## src/rtl/sdram_seq_pkg.sv

```systemverilog
package sdram_seq_pkg;

  typedef enum logic [2:0] {
    ST_IDLE,
    ST_ACT_WAIT,
    ST_BURST,
    ST_OPEN,
    ST_PRE_WAIT
  } seq_state_t;

  // command pins ordered {ras_n, cas_n, we_n}
  localparam logic [2:0] CMD_NOP = 3'b111;
  localparam logic [2:0] CMD_ACT = 3'b011;
  localparam logic [2:0] CMD_RD  = 3'b101;
  localparam logic [2:0] CMD_WR  = 3'b100;
  localparam logic [2:0] CMD_PRE = 3'b010;

  localparam int BEAT_W = 3;

  // beats in the burst, minus one, for a 2-bit length code
  function automatic logic [BEAT_W-1:0] beats_m1(input logic [1:0] code);
    case (code)
      2'd0:    beats_m1 = 3'd0;
      2'd1:    beats_m1 = 3'd1;
      2'd2:    beats_m1 = 3'd3;
      default: beats_m1 = 3'd7;
    endcase
  endfunction

endpackage

```

## src/rtl/seq_down_timer.sv

```systemverilog
module seq_down_timer #(
  parameter int W = 3
) (
  input  logic         clk,
  input  logic         rst_n,
  input  logic         load,
  input  logic [W-1:0] load_val,
  output logic         zero
);
  logic [W-1:0] cnt;

  always_ff @(posedge clk or negedge rst_n) begin
    if (!rst_n)          cnt <= '0;
    else if (load)       cnt <= load_val;
    else if (cnt != '0)  cnt <= cnt - 1'b1;
  end

  assign zero = (cnt == '0);
endmodule

```

## src/rtl/seq_open_limit.sv

```systemverilog
module seq_open_limit #(
  parameter int LIMIT = 40
) (
  input  logic clk,
  input  logic rst_n,
  input  logic restart,
  input  logic run,
  output logic expired
);
  localparam int CW = $clog2(LIMIT + 1);
  localparam logic [CW-1:0] LAST = CW'(LIMIT - 1);

  logic [CW-1:0] age;

  always_ff @(posedge clk or negedge rst_n) begin
    if (!rst_n)                  age <= '0;
    else if (restart)            age <= '0;
    else if (run && age != LAST) age <= age + 1'b1;
  end

  assign expired = (age == LAST);
endmodule

```

## src/rtl/sdram_row_seq.sv

```systemverilog
module sdram_row_seq
  import sdram_seq_pkg::*;
#(
  parameter int BANK_W     = 2,
  parameter int ROW_W      = 13,
  parameter int COL_W      = 10,
  parameter int TRCD       = 3,
  parameter int TRP        = 3,
  parameter int OPEN_LIMIT = 40,
  localparam int ADDR_W    = (ROW_W > COL_W) ? ROW_W : COL_W
) (
  input  logic              clk,
  input  logic              rst_n,
  input  logic              init_done,
  input  logic              req_valid,
  output logic              req_ready,
  input  logic [BANK_W-1:0] req_bank,
  input  logic [ROW_W-1:0]  req_row,
  input  logic [COL_W-1:0]  req_col,
  input  logic              req_write,
  input  logic [1:0]        req_burst,
  output logic              cmd_ras_n,
  output logic              cmd_cas_n,
  output logic              cmd_we_n,
  output logic [BANK_W-1:0] cmd_bank,
  output logic [ADDR_W-1:0] cmd_addr,
  output logic              burst_beat
);
  localparam int MAXW   = (TRCD > TRP) ? TRCD : TRP;
  localparam int WAIT_W = $clog2(MAXW + 1);
  localparam logic [WAIT_W-1:0] RCD_LOAD = WAIT_W'(TRCD - 1);
  localparam logic [WAIT_W-1:0] RP_LOAD  = WAIT_W'(TRP - 1);

  seq_state_t state, nxt_state;
  logic [2:0]        cmd_q, nxt_cmd;
  logic [BANK_W-1:0] bank_q, nxt_bank;
  logic [ADDR_W-1:0] addr_q, nxt_addr;

  // captured request
  logic [BANK_W-1:0] cur_bank;
  logic [ROW_W-1:0]  cur_row;
  logic [COL_W-1:0]  cur_col;
  logic              cur_write;
  logic [1:0]        cur_burst;
  logic              pend_q;

  // open-row bookkeeping
  logic              row_open;
  logic [BANK_W-1:0] open_bank;
  logic [ROW_W-1:0]  open_row;

  logic              wait_load, wait_zero;
  logic [WAIT_W-1:0] wait_val;
  logic              beat_load, beat_zero;
  logic [BEAT_W-1:0] beat_val;
  logic              lim_restart, lim_expired;
  logic              take, set_open, clr_open, set_pend, clr_pend;
  logic              accept, hit;

  seq_down_timer #(.W(WAIT_W)) u_wait (
    .clk(clk), .rst_n(rst_n), .load(wait_load), .load_val(wait_val), .zero(wait_zero)
  );

  seq_down_timer #(.W(BEAT_W)) u_beat (
    .clk(clk), .rst_n(rst_n), .load(beat_load), .load_val(beat_val), .zero(beat_zero)
  );

  seq_open_limit #(.LIMIT(OPEN_LIMIT)) u_limit (
    .clk(clk), .rst_n(rst_n), .restart(lim_restart), .run(row_open), .expired(lim_expired)
  );

  always_comb begin
    case (state)
      ST_IDLE: req_ready = init_done;
      ST_OPEN: req_ready = !lim_expired;
      default: req_ready = 1'b0;
    endcase
  end

  assign accept = req_valid && req_ready;
  assign hit    = row_open && (req_bank == open_bank) && (req_row == open_row);

  always_comb begin
    nxt_state   = state;
    nxt_cmd     = CMD_NOP;
    nxt_bank    = bank_q;
    nxt_addr    = addr_q;
    wait_load   = 1'b0;
    wait_val    = '0;
    beat_load   = 1'b0;
    beat_val    = '0;
    lim_restart = 1'b0;
    take        = 1'b0;
    set_open    = 1'b0;
    clr_open    = 1'b0;
    set_pend    = 1'b0;
    clr_pend    = 1'b0;
    case (state)
      ST_IDLE: begin
        if (accept) begin
          take        = 1'b1;
          nxt_cmd     = CMD_ACT;
          nxt_bank    = req_bank;
          nxt_addr    = ADDR_W'(req_row);
          wait_load   = 1'b1;
          wait_val    = RCD_LOAD;
          lim_restart = 1'b1;
          set_open    = 1'b1;
          nxt_state   = ST_ACT_WAIT;
        end
      end
      ST_ACT_WAIT: begin
        if (wait_zero) begin
          nxt_cmd   = cur_write ? CMD_WR : CMD_RD;
          nxt_bank  = cur_bank;
          nxt_addr  = ADDR_W'(cur_col);
          beat_load = 1'b1;
          beat_val  = beats_m1(cur_burst);
          nxt_state = ST_BURST;
        end
      end
      ST_BURST: begin
        if (beat_zero) nxt_state = ST_OPEN;
      end
      ST_OPEN: begin
        if (accept) begin
          take = 1'b1;
          if (hit) begin
            nxt_cmd   = req_write ? CMD_WR : CMD_RD;
            nxt_bank  = req_bank;
            nxt_addr  = ADDR_W'(req_col);
            beat_load = 1'b1;
            beat_val  = beats_m1(req_burst);
            nxt_state = ST_BURST;
          end else begin
            nxt_cmd   = CMD_PRE;
            nxt_bank  = open_bank;
            nxt_addr  = '0;
            wait_load = 1'b1;
            wait_val  = RP_LOAD;
            clr_open  = 1'b1;
            set_pend  = 1'b1;
            nxt_state = ST_PRE_WAIT;
          end
        end else if (lim_expired) begin
          nxt_cmd   = CMD_PRE;
          nxt_bank  = open_bank;
          nxt_addr  = '0;
          wait_load = 1'b1;
          wait_val  = RP_LOAD;
          clr_open  = 1'b1;
          nxt_state = ST_PRE_WAIT;
        end
      end
      ST_PRE_WAIT: begin
        if (wait_zero) begin
          if (pend_q) begin
            nxt_cmd     = CMD_ACT;
            nxt_bank    = cur_bank;
            nxt_addr    = ADDR_W'(cur_row);
            wait_load   = 1'b1;
            wait_val    = RCD_LOAD;
            lim_restart = 1'b1;
            set_open    = 1'b1;
            clr_pend    = 1'b1;
            nxt_state   = ST_ACT_WAIT;
          end else begin
            nxt_state = ST_IDLE;
          end
        end
      end
      default: nxt_state = ST_IDLE;
    endcase
  end

  always_ff @(posedge clk or negedge rst_n) begin
    if (!rst_n) begin
      state  <= ST_IDLE;
      cmd_q  <= CMD_NOP;
      bank_q <= '0;
      addr_q <= '0;
    end else begin
      state  <= nxt_state;
      cmd_q  <= nxt_cmd;
      bank_q <= nxt_bank;
      addr_q <= nxt_addr;
    end
  end

  always_ff @(posedge clk or negedge rst_n) begin
    if (!rst_n) begin
      cur_bank  <= '0;
      cur_row   <= '0;
      cur_col   <= '0;
      cur_write <= 1'b0;
      cur_burst <= '0;
    end else if (take) begin
      cur_bank  <= req_bank;
      cur_row   <= req_row;
      cur_col   <= req_col;
      cur_write <= req_write;
      cur_burst <= req_burst;
    end
  end

  always_ff @(posedge clk or negedge rst_n) begin
    if (!rst_n) begin
      pend_q    <= 1'b0;
      row_open  <= 1'b0;
      open_bank <= '0;
      open_row  <= '0;
    end else begin
      if (set_pend)      pend_q <= 1'b1;
      else if (clr_pend) pend_q <= 1'b0;
      if (set_open) begin
        row_open  <= 1'b1;
        open_bank <= nxt_bank;
        open_row  <= nxt_addr[ROW_W-1:0];
      end else if (clr_open) begin
        row_open <= 1'b0;
      end
    end
  end

  assign {cmd_ras_n, cmd_cas_n, cmd_we_n} = cmd_q;
  assign cmd_bank   = bank_q;
  assign cmd_addr   = addr_q;
  assign burst_beat = (state == ST_BURST);

endmodule

```

## config.mk

```make
export PLATFORM = sky130hd
export DESIGN_NAME = sdram_row_seq
export DESIGN_NICKNAME = d
export VERILOG_FILES = /design/src/rtl/sdram_seq_pkg.sv /design/src/rtl/seq_down_timer.sv /design/src/rtl/seq_open_limit.sv /design/src/rtl/sdram_row_seq.sv
export SDC_FILE = /design/constraint.sdc
export NUM_CORES = 1
export LEC_CHECK = 0
export ABC_AREA = 1
export BUFFER_PORTS_ARGS = -buffer_cell sky130_fd_sc_hd__buf_2
export CAP_MARGIN = 0
export CORE_MARGIN = 1.5
export CORE_UTILIZATION = 40
export DETAILED_ROUTE_END_ITERATION = 16
export PLACE_DENSITY_LB_ADDON = 0.15
export SYNTH_ARGS = -nofsm -noshare
export SYNTH_HDL_FRONTEND = slang
export SYNTH_SLANG_ARGS = --single-unit
```

## constraint.sdc

```tcl
create_clock -name clk -period 2.85 [get_ports clk]
set_clock_uncertainty 0.15 [all_clocks]
set_input_delay 0.57 -clock clk [delete_from_list [all_inputs] [get_ports clk]]
set_output_delay 0.57 -clock clk [all_outputs]
set_load 0.02 [all_outputs]
```

; Yosys cells after proc, flatten, opt, wreduce, memory -nomap -nowiden
; Cells that the tools add are included.
[word_totals]
out_inout_bits = 20
reg_bits = 77
input_bits = 32
word_cells = 131
[op_classes]
n_addsub = 3
n_reduce_logical = 19
eq_ne = 17
mux = 76
[ops]
columns = op, count
row1 = $mux W13, 6
row2 = $mux W3, 18
row3 = $pmux W13 S4, 1
row4 = $mux W2, 16
row5 = $mux W1, 21
row6 = $pmux W3 S3, 2
row7 = $pmux W3 S5, 1
row8 = $eq A13 B13 Y1, 1
row9 = $mux W6, 2
row10 = $pmux W3 S4, 1
row11 = $reduce_bool A2 Y1, 6
row12 = $mux W10, 1
row13 = $pmux W2 S4, 1
row14 = $add A6 B1 Y6 const B, 1
row15 = $eq A3 B2 Y1 const B, 2
row16 = $eq A6 B6 Y1 const B, 1
row17 = $logic_not A2 Y1, 3
row18 = $logic_not A3 Y1, 2
row19 = $ne A2 B1 Y1 const B, 3
row20 = $ne A6 B6 Y1 const B, 1
row21 = $pmux W1 S2, 3
row22 = $pmux W2 S3, 1
row23 = $pmux W3 S2, 1
row24 = $reduce_and A5 Y1, 1
row25 = other kinds (14), 19

; Depth between registers and ports, before layout
; Gate-level depths: netlist of the first run.
[depth]
depth_word = 8
depth_mapped = 14
mapped_depth_nobuf = 14

; Hierarchy
; From an unflattened synthesis of the first run, not the netlist that was laid out.
[hier_totals]
hier_cells = 598
area_unflattened_um2 = 4320.4
[by_module_without_submodules]
columns = mod, area_per_inst_um2, cells_each, seq_area_each_um2, instances
row1 = sdram_row_seq, 3623.5, 503, 1655.3, 1
row2 = seq_open_limit, 369.1, 46, 150.1, 1
row3 = seq_down_timer (u_beat), 207.7, 32, 75.1, 1
row4 = seq_down_timer (u_wait), 120.1, 17, 50.0, 1

; Least setup slack after synthesis of the first run
; Ideal clock, no wire load.
[synth_timing]
kind = register to register
start = register u_limit.age[0]
end = register open_row[4]
n_path_buf = 1
arrival_time_ps = 1819
stages_incl_launch_ff = 15
required_ps = 2583
slack_ps = 764
period_less_slack_ps = 2086
setup_ps = 117
path_cell_list = dfrtp_1 -> ha_1 -> nand2_1 -> inv_1 -> nand3_2 -> nand2_2 -> nand2_2 -> nand2_2 -> nand2_1 -> nand4_1 -> buf_2 -> nand2_1 -> nand3_1 -> nand2_1 -> nand2_1
[synth_via]
elab_chain_len = 6
word_cells_on_any_way = 10
classes_between = eq/ne (1) / mux (7) / reduce/logical (2)
[synth_rtl]
columns = item, line_no
row1 = "start, declared", seq_open_limit.sv:13  ; logic [CW-1:0] age;
row2 = "start signal, assigned", seq_open_limit.sv:18  ; else if (run && age != LAST) age <= age + 1'b1;
row3 = $eq A6 B6 Y1 (*), seq_open_limit.sv:21  ; assign expired = (age == LAST);
row4 = $logic_not A1 Y1 (*), sdram_row_seq.sv:75  ; ST_OPEN: req_ready = !lim_expired;
row5 = $pmux W1 S2 (*), sdram_row_seq.sv:73  ; case (state)
row6 = named net req_ready, sdram_row_seq.sv:16  ; output logic req_ready,
row7 = $logic_and A1 B1 Y1 (*), sdram_row_seq.sv:80  ; assign accept = req_valid && req_ready;
row8 = "$mux W13, on equally long branches", "sdram_row_seq.sv:126, sdram_row_seq.sv:100"
row9 = $pmux W13 S4 (*), sdram_row_seq.sv:98  ; case (state)
row10 = named net nxt_addr[4], sdram_row_seq.sv:37  ; logic [ADDR_W-1:0] addr_q, nxt_addr;
row11 = "end signal, assigned", sdram_row_seq.sv:218  ; open_row <= nxt_addr[ROW_W-1:0];
row12 = "end, declared", sdram_row_seq.sv:50  ; logic [ROW_W-1:0] open_row;
; Mark *: on every way through the listed nets, which the timed path passes. The rest lies on a longest branch.
; A chain may end at the register's enable or synchronous reset.

; Final worst setup path of the first run
[layout_timing]
start = register u_limit.age[0]
end = register u_beat.cnt[0]
[layout_via]
elab_chain_len = 7
word_cells_on_any_way = 10
classes_between = eq/ne (1) / mux (6) / reduce/logical (3)
[layout_rtl]
columns = item, line_no
row1 = $eq A6 B6 Y1 (*), seq_open_limit.sv:21
row2 = $logic_not A1 Y1 (*), sdram_row_seq.sv:75
row3 = $pmux W1 S2 (*), sdram_row_seq.sv:73
row4 = $logic_and A1 B1 Y1 (*), sdram_row_seq.sv:80
row5 = $mux W3 / $mux W1 (equally long branches), sdram_row_seq.sv:126  ; if (accept) begin
row6 = $pmux W3 S2 / $pmux W1 S2 (equally long branches), sdram_row_seq.sv:98
row7 = $mux W3 / $reduce_bool A2 Y1 (equally long branches), --
row8 = "end signal, assigned", seq_down_timer.sv:14  ; else if (load) cnt <= load_val;
row9 = "end signal, assigned", seq_down_timer.sv:15  ; else if (cnt != '0) cnt <= cnt - 1'b1;
row10 = "end, declared", seq_down_timer.sv:10  ; logic [W-1:0] cnt;
; Mark *: on every way between the ends. The rest lies on a longest branch, timed or not.

==> results of run 1 <==
==> how the worst min path moves through the flow <==
| stage | startpoint | endpoint | slack, ns |
|---|---|---|---|
| floorplan | rst_n | cmd_addr[0]$_DFF_PN0_ | 0.12 |
| global placement | cmd_addr[11]$_DFF_PN0_ | cmd_addr[11]$_DFF_PN0_ | 0.31 |
| detailed placement | cur_col[1]$_DFFE_PN0P_ | cur_col[1]$_DFFE_PN0P_ | 0.32 |
| CTS | rst_n | u_wait.cnt[0]$_DFFE_PN0P_ | 0.06 |
| global route | rst_n | u_beat.cnt[1]$_DFFE_PN0P_ | 0.09 |
| finish | rst_n | u_wait.cnt[0]$_DFFE_PN0P_ | 0.05 |
==> power breakdown <==
group | switching [W] | total (W) | leakage, nW | internal, W
clock network | 0.000419 | 0.000828 | 0.0939 | 0.000409
registers | 0.000337 | 0.00194 | 0.962 | 0.00160
logic | 0.00143 | 0.00220 | 1.57 | 0.000772
total | 0.00219 | 0.00497 | 2.62 | 0.00278
==> layout make-up <==
| class | count | area (sq um) |
|---|---|---|
| fillers | 1056 | 5400 |
| flip-flops and latches | 77 | 1930 |
| multi-input cells | 394 | 1800 |
| repair buffers | 62 | 353 |
| inverters | 89 | 334 |
| well taps | 136 | 170 |
| clock buffers | 11 | 131 |
| clock inverters | 5 | 60.1 |
==> logic make-up (layout without fill, tap and decap cells) <==
family                     Yosys count  after routing  share of synthesized area, %
xor gates and xnor gates             4              4                         0.844
adders and majority gates            4              4                          1.21
muxes                                2              2                         0.542
buffers and inverters              103            167                          10.0
DFF                                 77             77                          46.5
and+or+nand+nor                    310            310                          31.4
AOI/OAI and AO/OA                   74             74                          9.49
==> per-layer routing <==
layer / wire [um] / track usage [%]
met3: 391 / 3.93
met5: 0 / 0
met1: 5070 / 28.4
met4: 97 / 5.19
met2: 4990 / 32.6
==> Yosys cell counts, types with 4 or more instances <==
master,number,share of area [%]
xor2_1,4,0.84
o21ai_0,46,5.5
nor2_1,32,2.9
nand4_1,4,0.60
a21oi_1,21,2.5
nand2_2,8,1.2
buf_2,6,0.72
clkbuf_1,5,0.45
inv_1,87,7.9
dfrtp_1,74,45
nand2_1,233,21
nand3_2,6,1.4
nand3_1,20,2.4
nor2_4,4,1.1
ha_1,4,1.2
==> state kept, by name, summed over array words and instances, names as in the netlist, 3 cells and up <==
name	flops
state	3
cmd_addr	13
cur_col	10
u_beat.cnt	3
u_limit.age	6
open_row	13
cmd_q	3
cur_row	13
==> stage by stage <==
step	area (sq um)	total power (W)	utilization [%]	hold slack [ns]	instances
2_1_floorplan	4150	0.00349	-	0.124	574
3_3_place_gp	4590	0.00412	45.1	0.312	758
3_5_place_dp	4590	0.00416	45.1	0.316	758
4_1_cts	4780	0.00502	47.0	0.0627	774
5_1_grt	4780	0.00543	47.0	0.0856	774
6_report	4780	0.00497	47.0	0.0455	774
==> worst reg2reg max path, stage by stage, from the launching register on <==
cell	delay [ns]
dfrtp_1	0.43
ha_1	0.26
nand2_1	0.07
inv_1	0.04
nand3_2	0.15
nand2_2	0.10
a21oi_4	0.35
nand2_4	0.11
nor2_4	0.41
nor2_1	0.14
o21ai_0	0.10
a21oi_1	0.08
==> flow_summary_export.csv, run 1 <==
group,metric,value,unit
run_status,status,"finished, final reports clean",
hold_path,hp-class,"primary input to asynchronous set/reset pin",
clocking,cts_resized,0,
sta,fin_crit,2.49,ns
critical_path,path_max_fanout,15,
placed_design,place_ws,0.368,ns
logic_synthesis,synthArstFlopShare,100,%
sta,fmax,402,MHz
floorplan,die_x,105,um
detailed_routing,wirelength,10600,um
global_routing,grt.total_usage,20.4,%
detailed_routing,via_per_inst,4.77,
global_routing,antenna_found_initial,0,
cells_and_area,nNetsFinal,669,
critical_path,rr_startpoint,"u_limit.age[0]$_DFFE_PN0P_",
detailed_routing,drtAntennaViolNets,0,
detailed_routing,drtPass1Iterations,4,
sta,worst_slack,0.364,ns
clocking,clock_path_buffers,2,
sta,finalSetupViolations,0,
sta,tightest_slew,0.546,ns
sta,hold_violations,0,
critical_path,rr_endpoint,"u_beat.cnt[0]$_DFFE_PN0P_",
floorplan,row_count,37,
critical_path,cp_top_family,"simple AND/OR/NAND/NOR gates",
logic_synthesis,synth_edf_count,0,
global_routing,grt-ovfl-total,0,
critical_path,ff2ff_path_depth,11,
critical_path,path_cells,"ha_1 -> nand2_1 -> inv_1 -> nand3_2 -> nand2_2 -> a21oi_4 -> nand2_4 -> nor2_4 -> nor2_1 -> o21ai_0 -> a21oi_1",
placed_design,io_buffers,51,
power_and_ir_drop,power_density,1040,nW/um^2
clocking,cts_buffers,9,
logic_synthesis,yosys_warnings,0,
clocking,clock-root-buffer,"clkbuf_8",
clocking,htree_levels,3,
clocking,clock_latency,0.35,ns
placed_design,gp_congestion,0.838,
global_routing,grt_pass1_vias,3686,
floorplan,die-area,11000,sq um
logic_synthesis,syn_inst,574,
global_routing,grt_start_max_net_pins,41,
logic_synthesis,syn-num-nets,610,
logic_synthesis,netlist_area,4150,sq um
cells_and_area,syn_to_final_growth,15.2,%
critical_path,cp-start-kind,"flop",
cells_and_area,layout_common_cells,"nand2_1 (233), inv_1 (87), dfrtp_1 (74)",
logic_synthesis,yosysUniqueCellTypes,26,
sta,slew_viol_final,0,
logic_synthesis,synth-main-ff-cell,"dfrtp_1",
power_and_ir_drop,leakage,2.62,nW
critical_path,cp_slowest_cell,"dfrtp_1",
clocking,ctsHoldBuffers,0,
critical_path,critPathKind,"flop to flop",
critical_path,arrival,2.57,ns
sta,relSlewSlack,63.6,%
cells_and_area,num_antenna_cells,0,
detailed_routing,drc,0,
floorplan,pin_count,52,
critical_path,worst_ep_required_time,2.94,ns
critical_path,r2r_slack,0.36,ns
critical_path,critical_path_depth,11,
cells_and_area,layout_commonest_cell,"nand2_1",
detailed_routing,vias,3695,
clocking,cts_tree,"yes",
power_and_ir_drop,max-vdd-ir-drop,0.455,mV
clocking,cts_setup_buffers,0,
floorplan,start_util,40.8,%
placed_design,dpl.hpwl,7410,um
sta,rsz0062_at_grt,"no",
floorplan,die_h,105,um
clocking,clkSinkCount,77,
critical_path,cp-endpoint,"u_beat.cnt[0]$_DFFE_PN0P_",
critical_path,worst-path-buf-inv,1,
clocking,clkTransAtPathRegs,0.09,ns
critical_path,slowest_delay,0.43,ns
sta,fin_crit_sh,87.2,%
critical_path,cp-startpoint,"u_limit.age[0]$_DFFE_PN0P_",
global_routing,grt_pass1_wl,17800,um
cells_and_area,drive_gt1_share,16.3,%
detailed_routing,routedWlPerCell,13.6,um
sta,final.setup.tns,0,ns
logic_synthesis,synth-seq-cells,77,
flow_run,cap_viol_max_count,0,
critical_path,worstSetupEndpointType,"flop",
floorplan,core,10200,sq um
detailed_routing,drt-initial-drc-count,174,
logic_synthesis,syn_avg_cell_area,7.23,sq um
logic_synthesis,yosysSeqAreaShare,46.5,%
No activity file was read; power rests on OpenSTA's default activity.
==> run 2: changes to the inputs <==
==> constraint.sdc (replaced) <==
create_clock -name clk -period 2.8 [get_ports clk]
set_clock_uncertainty 0.15 [all_clocks]
set_input_delay 0.56 -clock clk [delete_from_list [all_inputs] [get_ports clk]]
set_output_delay 0.56 -clock clk [all_outputs]
set_load 0.02 [all_outputs]
==> flow_summary_export.csv, run 2 (synthesis gave the netlist of run 1 again) <==
group,metric,value,unit
critical_path,rr_endpoint,"u_beat.cnt[0]$_DFFE_PN0P_",
sta,fmax,412,MHz
cells_and_area,final_util,46.9,%
sta,worst_slack,0.374,ns
cells_and_area,layout_commonest_cell,"nand2_1",
floorplan,core,10200,sq um
placed_design,io_buffers,51,
detailed_routing,wirelength,10500,um
clocking,cts_buffers,9,
cells_and_area,nNetsFinal,668,
critical_path,arrival,1.72,ns
critical_path,path_max_fanout,9,
clocking,htree_levels,3,
placed_design,dpl.hpwl,7480,um
critical_path,critPathKind,"flop to output port",
placed_design,gp_congestion,0.861,
sta,rsz0062_at_grt,"no",
power_and_ir_drop,max-vdd-ir-drop,0.443,mV
sta,tightest_slew,0.476,ns
cells_and_area,num_antenna_cells,0,
floorplan,die-area,11000,sq um
cells_and_area,design_area,4780,sq um
clocking,clkTransAtPathRegs,0.08,ns
run_status,status,"finished, final reports clean",
detailed_routing,drc,0,
floorplan,die_h,105,um
global_routing,grt_start_max_net_pins,35,
sta,final.setup.tns,0,ns
critical_path,r2r_slack,0.48,ns
sta,relSlewSlack,68.2,%
cells_and_area,drive_gt1_share,16.4,%
clocking,clock_path_buffers,2,
global_routing,grt-ovfl-total,0,
clocking,clock_latency,0.35,ns
floorplan,pin_count,52,
clocking,clock-root-buffer,"clkbuf_8",
global_routing,antenna_found_initial,0,
floorplan,start_util,40.8,%
critical_path,cp-startpoint,"u_limit.age[0]$_DFFE_PN0P_",
global_routing,grt_pass1_wl,17400,um
placed_design,place_ws,0.446,ns
detailed_routing,vias,3624,
flow_run,cap_viol_max_count,0,
detailed_routing,drtAntennaViolNets,0,
clocking,ctsHoldBuffers,0,
sta,finalSetupViolations,0,
cells_and_area,layout_common_cells,"nand2_1 (233), inv_1 (87), dfrtp_1 (74)",
detailed_routing,drtPass1Iterations,5,
global_routing,grt_use_met1,26.7,%
clocking,cts_tree,"yes",
global_routing,grt.total_usage,20.5,%
power_and_ir_drop,power_density,1070,nW/um^2
power_and_ir_drop,leakage,2.63,nW
detailed_routing,drt-initial-drc-count,161,
floorplan,die_x,105,um
hold_path,hp-class,"primary input to asynchronous set/reset pin",
cells_and_area,syn_to_final_growth,15.2,%
critical_path,cp-start-kind,"flop",
global_routing,grt_pass1_vias,3576,
detailed_routing,routedWlPerCell,13.6,um
global_routing,grtUsageMet2,33.1,%
critical_path,worstSetupEndpointType,"output port",
critical_path,ff2ff_path_depth,11,
sta,hold_violations,0,
global_routing,use_met3,4.99,%
clocking,cts_setup_buffers,0,
clocking,cts_resized,0,
sta,fin_crit_sh,86.6,%
global_routing,top_usage_layer,"met2",
sta,fin_crit,2.43,ns
placed_design,dpl_cell_area,4570,sq um
floorplan,row_count,37,
critical_path,worst_ep_required_time,2.09,ns
detailed_routing,via_per_inst,4.69,
critical_path,rr_startpoint,"u_limit.age[0]$_DFFE_PN0P_",
clocking,clkSinkCount,77,
sta,slew_viol_final,0,
[run 2: cell count changes in the layout (fill, tap and decap cells not counted)]
| cell | change |
|---|---|
| buf_12 | -1 |
| clkbuf_1 | -2 |
| clkbuf_8 | +3 |
| clkinvlp_4 | -1 |
| inv_6 | -1 |
[run 2: critical path, stage by stage, from the launching register on]
cell and delay, ns:
dfrtp_1 0.42, ha_1 0.23, nand2_1 0.07, inv_1 0.06, nand3_2 0.16, nand2_2 0.15
nand2_2 0.10, buf_2 0.18
[run 2: power by group]
group          switching [W]  total (W)  internal [W]
logic                0.00147    0.00224      0.000775
clock network       0.000408   0.000888      0.000480
registers           0.000336    0.00196       0.00163
[run 2: metal layers]
layer | routed length [um] | vias up | part of all wire [%]
met5 | 0 | - | 0
met4 | 132 | 0 | 1.3
met3 | 367 | 13 | 3.5
met2 | 4960 | 64 | 47
met1 | 5050 | 1677 | 48
li1 | - | 1870 | -
[run 2: stage by stage]
stage	hold slack, ns	instances	power [W]
after CTS	0.000986	772	0.00514
after detailed placement	0.317	757	0.00422
after global routing	0.0165	772	0.00555
after floorplan	0.114	574	0.00355
final	0.00404	772	0.00509
after global placement	0.314	757	0.00417
[run 2: worst max-delay path by stage]
stage / end / slack (ns) / cells past startpoint
2_1_floorplan: open_row[4]$_DFFE_PN0P_ / 0.71 / 14
3_3_place_gp: u_beat.cnt[0]$_DFFE_PN0P_ / 0.46 / 11
3_5_place_dp: u_beat.cnt[0]$_DFFE_PN0P_ / 0.45 / 11
4_1_cts: req_ready / 0.36 / 7
5_1_grt: open_row[2]$_DFFE_PN0P_ / 0.19 / 14
6_report: req_ready / 0.37 / 7
[run 2: final cells by class]
class | count | area, sq um
clock buffer | 12 | 165
inverter | 89 | 334
timing repair buffer | 61 | 333
clock inverter | 3 | 43.8
sequential | 77 | 1930
multi-input combinational | 394 | 1800
fill | 1056 | 5400
tap | 136 | 170
==> run 3: changes to the inputs <==
--- a/config.mk
+++ b/config.mk
@@ -10,6 +10,7 @@
 export CAP_MARGIN = 0
 export CORE_MARGIN = 1.5
 export CORE_UTILIZATION = 40
+export CTS_BUF_LIST = sky130_fd_sc_hd__clkbuf_16
 export DETAILED_ROUTE_END_ITERATION = 16
 export PLACE_DENSITY_LB_ADDON = 0.15
 export SYNTH_ARGS = -nofsm -noshare
==> flow_summary_export.csv, run 3 (synthesis gave the netlist of run 1 again) <==
group,metric,value,unit
global_routing,antenna_found_initial,0,
detailed_routing,vias,3642,
sta,relSlewSlack,67.3,%
floorplan,core,10200,sq um
cells_and_area,num_antenna_cells,0,
hold_path,hp-class,"primary input to asynchronous set/reset pin",
sta,fin_crit,2.40,ns
floorplan,die_x,105,um
clocking,cts_tree,"yes",
placed_design,dpl.hpwl,7480,um
clocking,clkTransAtPathRegs,0.06,ns
sta,tightest_slew,0.489,ns
clocking,clock-root-buffer,"clkbuf_16",
power_and_ir_drop,max-vdd-ir-drop,0.487,mV
floorplan,pin_count,52,
clocking,ctsHoldBuffers,0,
critical_path,path_max_fanout,9,
detailed_routing,routedWlPerCell,13.7,um
cells_and_area,layout_commonest_cell,"nand2_1",
cells_and_area,multi_input_area,1800,sq um
floorplan,start_util,40.8,%
sta,fin_crit_sh,85.8,%
placed_design,io_buffers,51,
placed_design,dpl_cell_area,4570,sq um
power_and_ir_drop,power_density,1100,nW/um^2
floorplan,die_h,105,um
placed_design,gp_congestion,0.861,
detailed_routing,drtAntennaViolNets,0,
detailed_routing,wirelength,10600,um
flow_run,cap_viol_max_count,0,
run_status,status,"finished, final reports clean",
floorplan,die-area,11000,sq um
floorplan,row_count,37,
cells_and_area,nNetsFinal,668,
sta,final.setup.tns,0,ns
critical_path,cp-start-kind,"flop",
power_and_ir_drop,leakage,2.66,nW
cells_and_area,drive_gt1_share,15.9,%
cells_and_area,design_area,4850,sq um
detailed_routing,via_per_inst,4.72,
clocking,clock_latency,0.33,ns
clocking,cts_resized,0,
critical_path,arrival,1.69,ns
cells_and_area,n_fill_cell,1042,
clocking,clkSinkCount,77,
sta,fmax,416,MHz
sta,rsz0062_at_grt,"no",
global_routing,grt-ovfl-total,0,
global_routing,grt_pass1_vias,3599,
global_routing,grt_start_max_net_pins,35,
clocking,htree_levels,3,
critical_path,worst_ep_required_time,2.09,ns
cells_and_area,layout_common_cells,"nand2_1 (233), inv_1 (87), dfrtp_1 (74)",
global_routing,grt_pass1_wl,17600,um
sta,slew_viol_final,0,
sta,finalSetupViolations,0,
detailed_routing,drc,0,
sta,hold_violations,0,
cells_and_area,syn_to_final_growth,16.9,%
clocking,clock_path_buffers,2,
clocking,cts_buffers,9,
detailed_routing,drtPass1Iterations,4,
clocking,cts_setup_buffers,0,
critical_path,worstSetupEndpointType,"output port",
critical_path,critPathKind,"flop to output port",
detailed_routing,drt-initial-drc-count,167,
cells_and_area,ff_latch_area,1930,sq um
global_routing,grt.total_usage,20.6,%
==> run 3: through the flow <==
stage               power, W  utilization, %  hold slack [ns]  setup slack [ns]  instances
floorplan            0.00355               -            0.114             0.714        574
detailed placement   0.00422            44.9            0.317             0.446        757
global placement     0.00417            44.9            0.314             0.457        757
finish               0.00534            47.6           0.0232             0.396        772
CTS                  0.00538            47.6           0.0377             0.398        772
global route         0.00579            47.6           0.0532             0.198        772
==> run 3: final timing paths <==
check / start / to / slack [ns] / depth (start not counted)
worst max-delay path: u_limit.age[0]$_DFFE_PN0P_ / req_ready / 0.40 / 7
worst min-delay path: rst_n / u_wait.cnt[0]$_DFFE_PN0P_ / 0.02 / 1
worst max register to register: u_limit.age[0]$_DFFE_PN0P_ / u_beat.cnt[0]$_DFFE_PN0P_ / 0.47 / 11
worst min register to register: cur_col[4]$_DFFE_PN0P_ / cur_col[4]$_DFFE_PN0P_ / 0.33 / 2
max in group asynchronous: rst_n / cmd_q[1]$_DFF_PN1_ / 1.83 / 2
min in group clk: req_col[9] / cur_col[9]$_DFFE_PN0P_ / 0.29 / 3
==> run 3: critical path, cell delays in order (launching register included) <==
cell and delay [ns]:
dfrtp_1 0.42, ha_1 0.23, nand2_1 0.07, inv_1 0.06, nand3_2 0.16, nand2_2 0.15
nand2_2 0.10, buf_2 0.18
==> run 3: layout make-up <==
cell class | instances | share of cell area (%)
clock buffers | 9 | 4.64
repair buffers | 61 | 6.86
multi-input cells | 394 | 37.2
flip-flops and latches | 77 | 39.8
well taps | 136 | 3.51
inverters | 89 | 6.88
clock inverters | 6 | 1.13
==> run 3: where the power goes <==
group	switching [W]	internal [W]	total, W
registers	0.000338	0.00163	0.00197
clock network	0.000440	0.000675	0.00112
logic	0.00148	0.000775	0.00225
total	0.00225	0.00308	0.00534
==> run 3: metal layers <==
metal  global-route usage [%]  part of all wire, %  up-vias
li1                         -                    -     1874
met1                     26.8                   47     1679
met2                     33.7                   47       70
met3                     4.99                  4.4       19
met4                     6.85                  1.5        0
met5                        0                    0        -
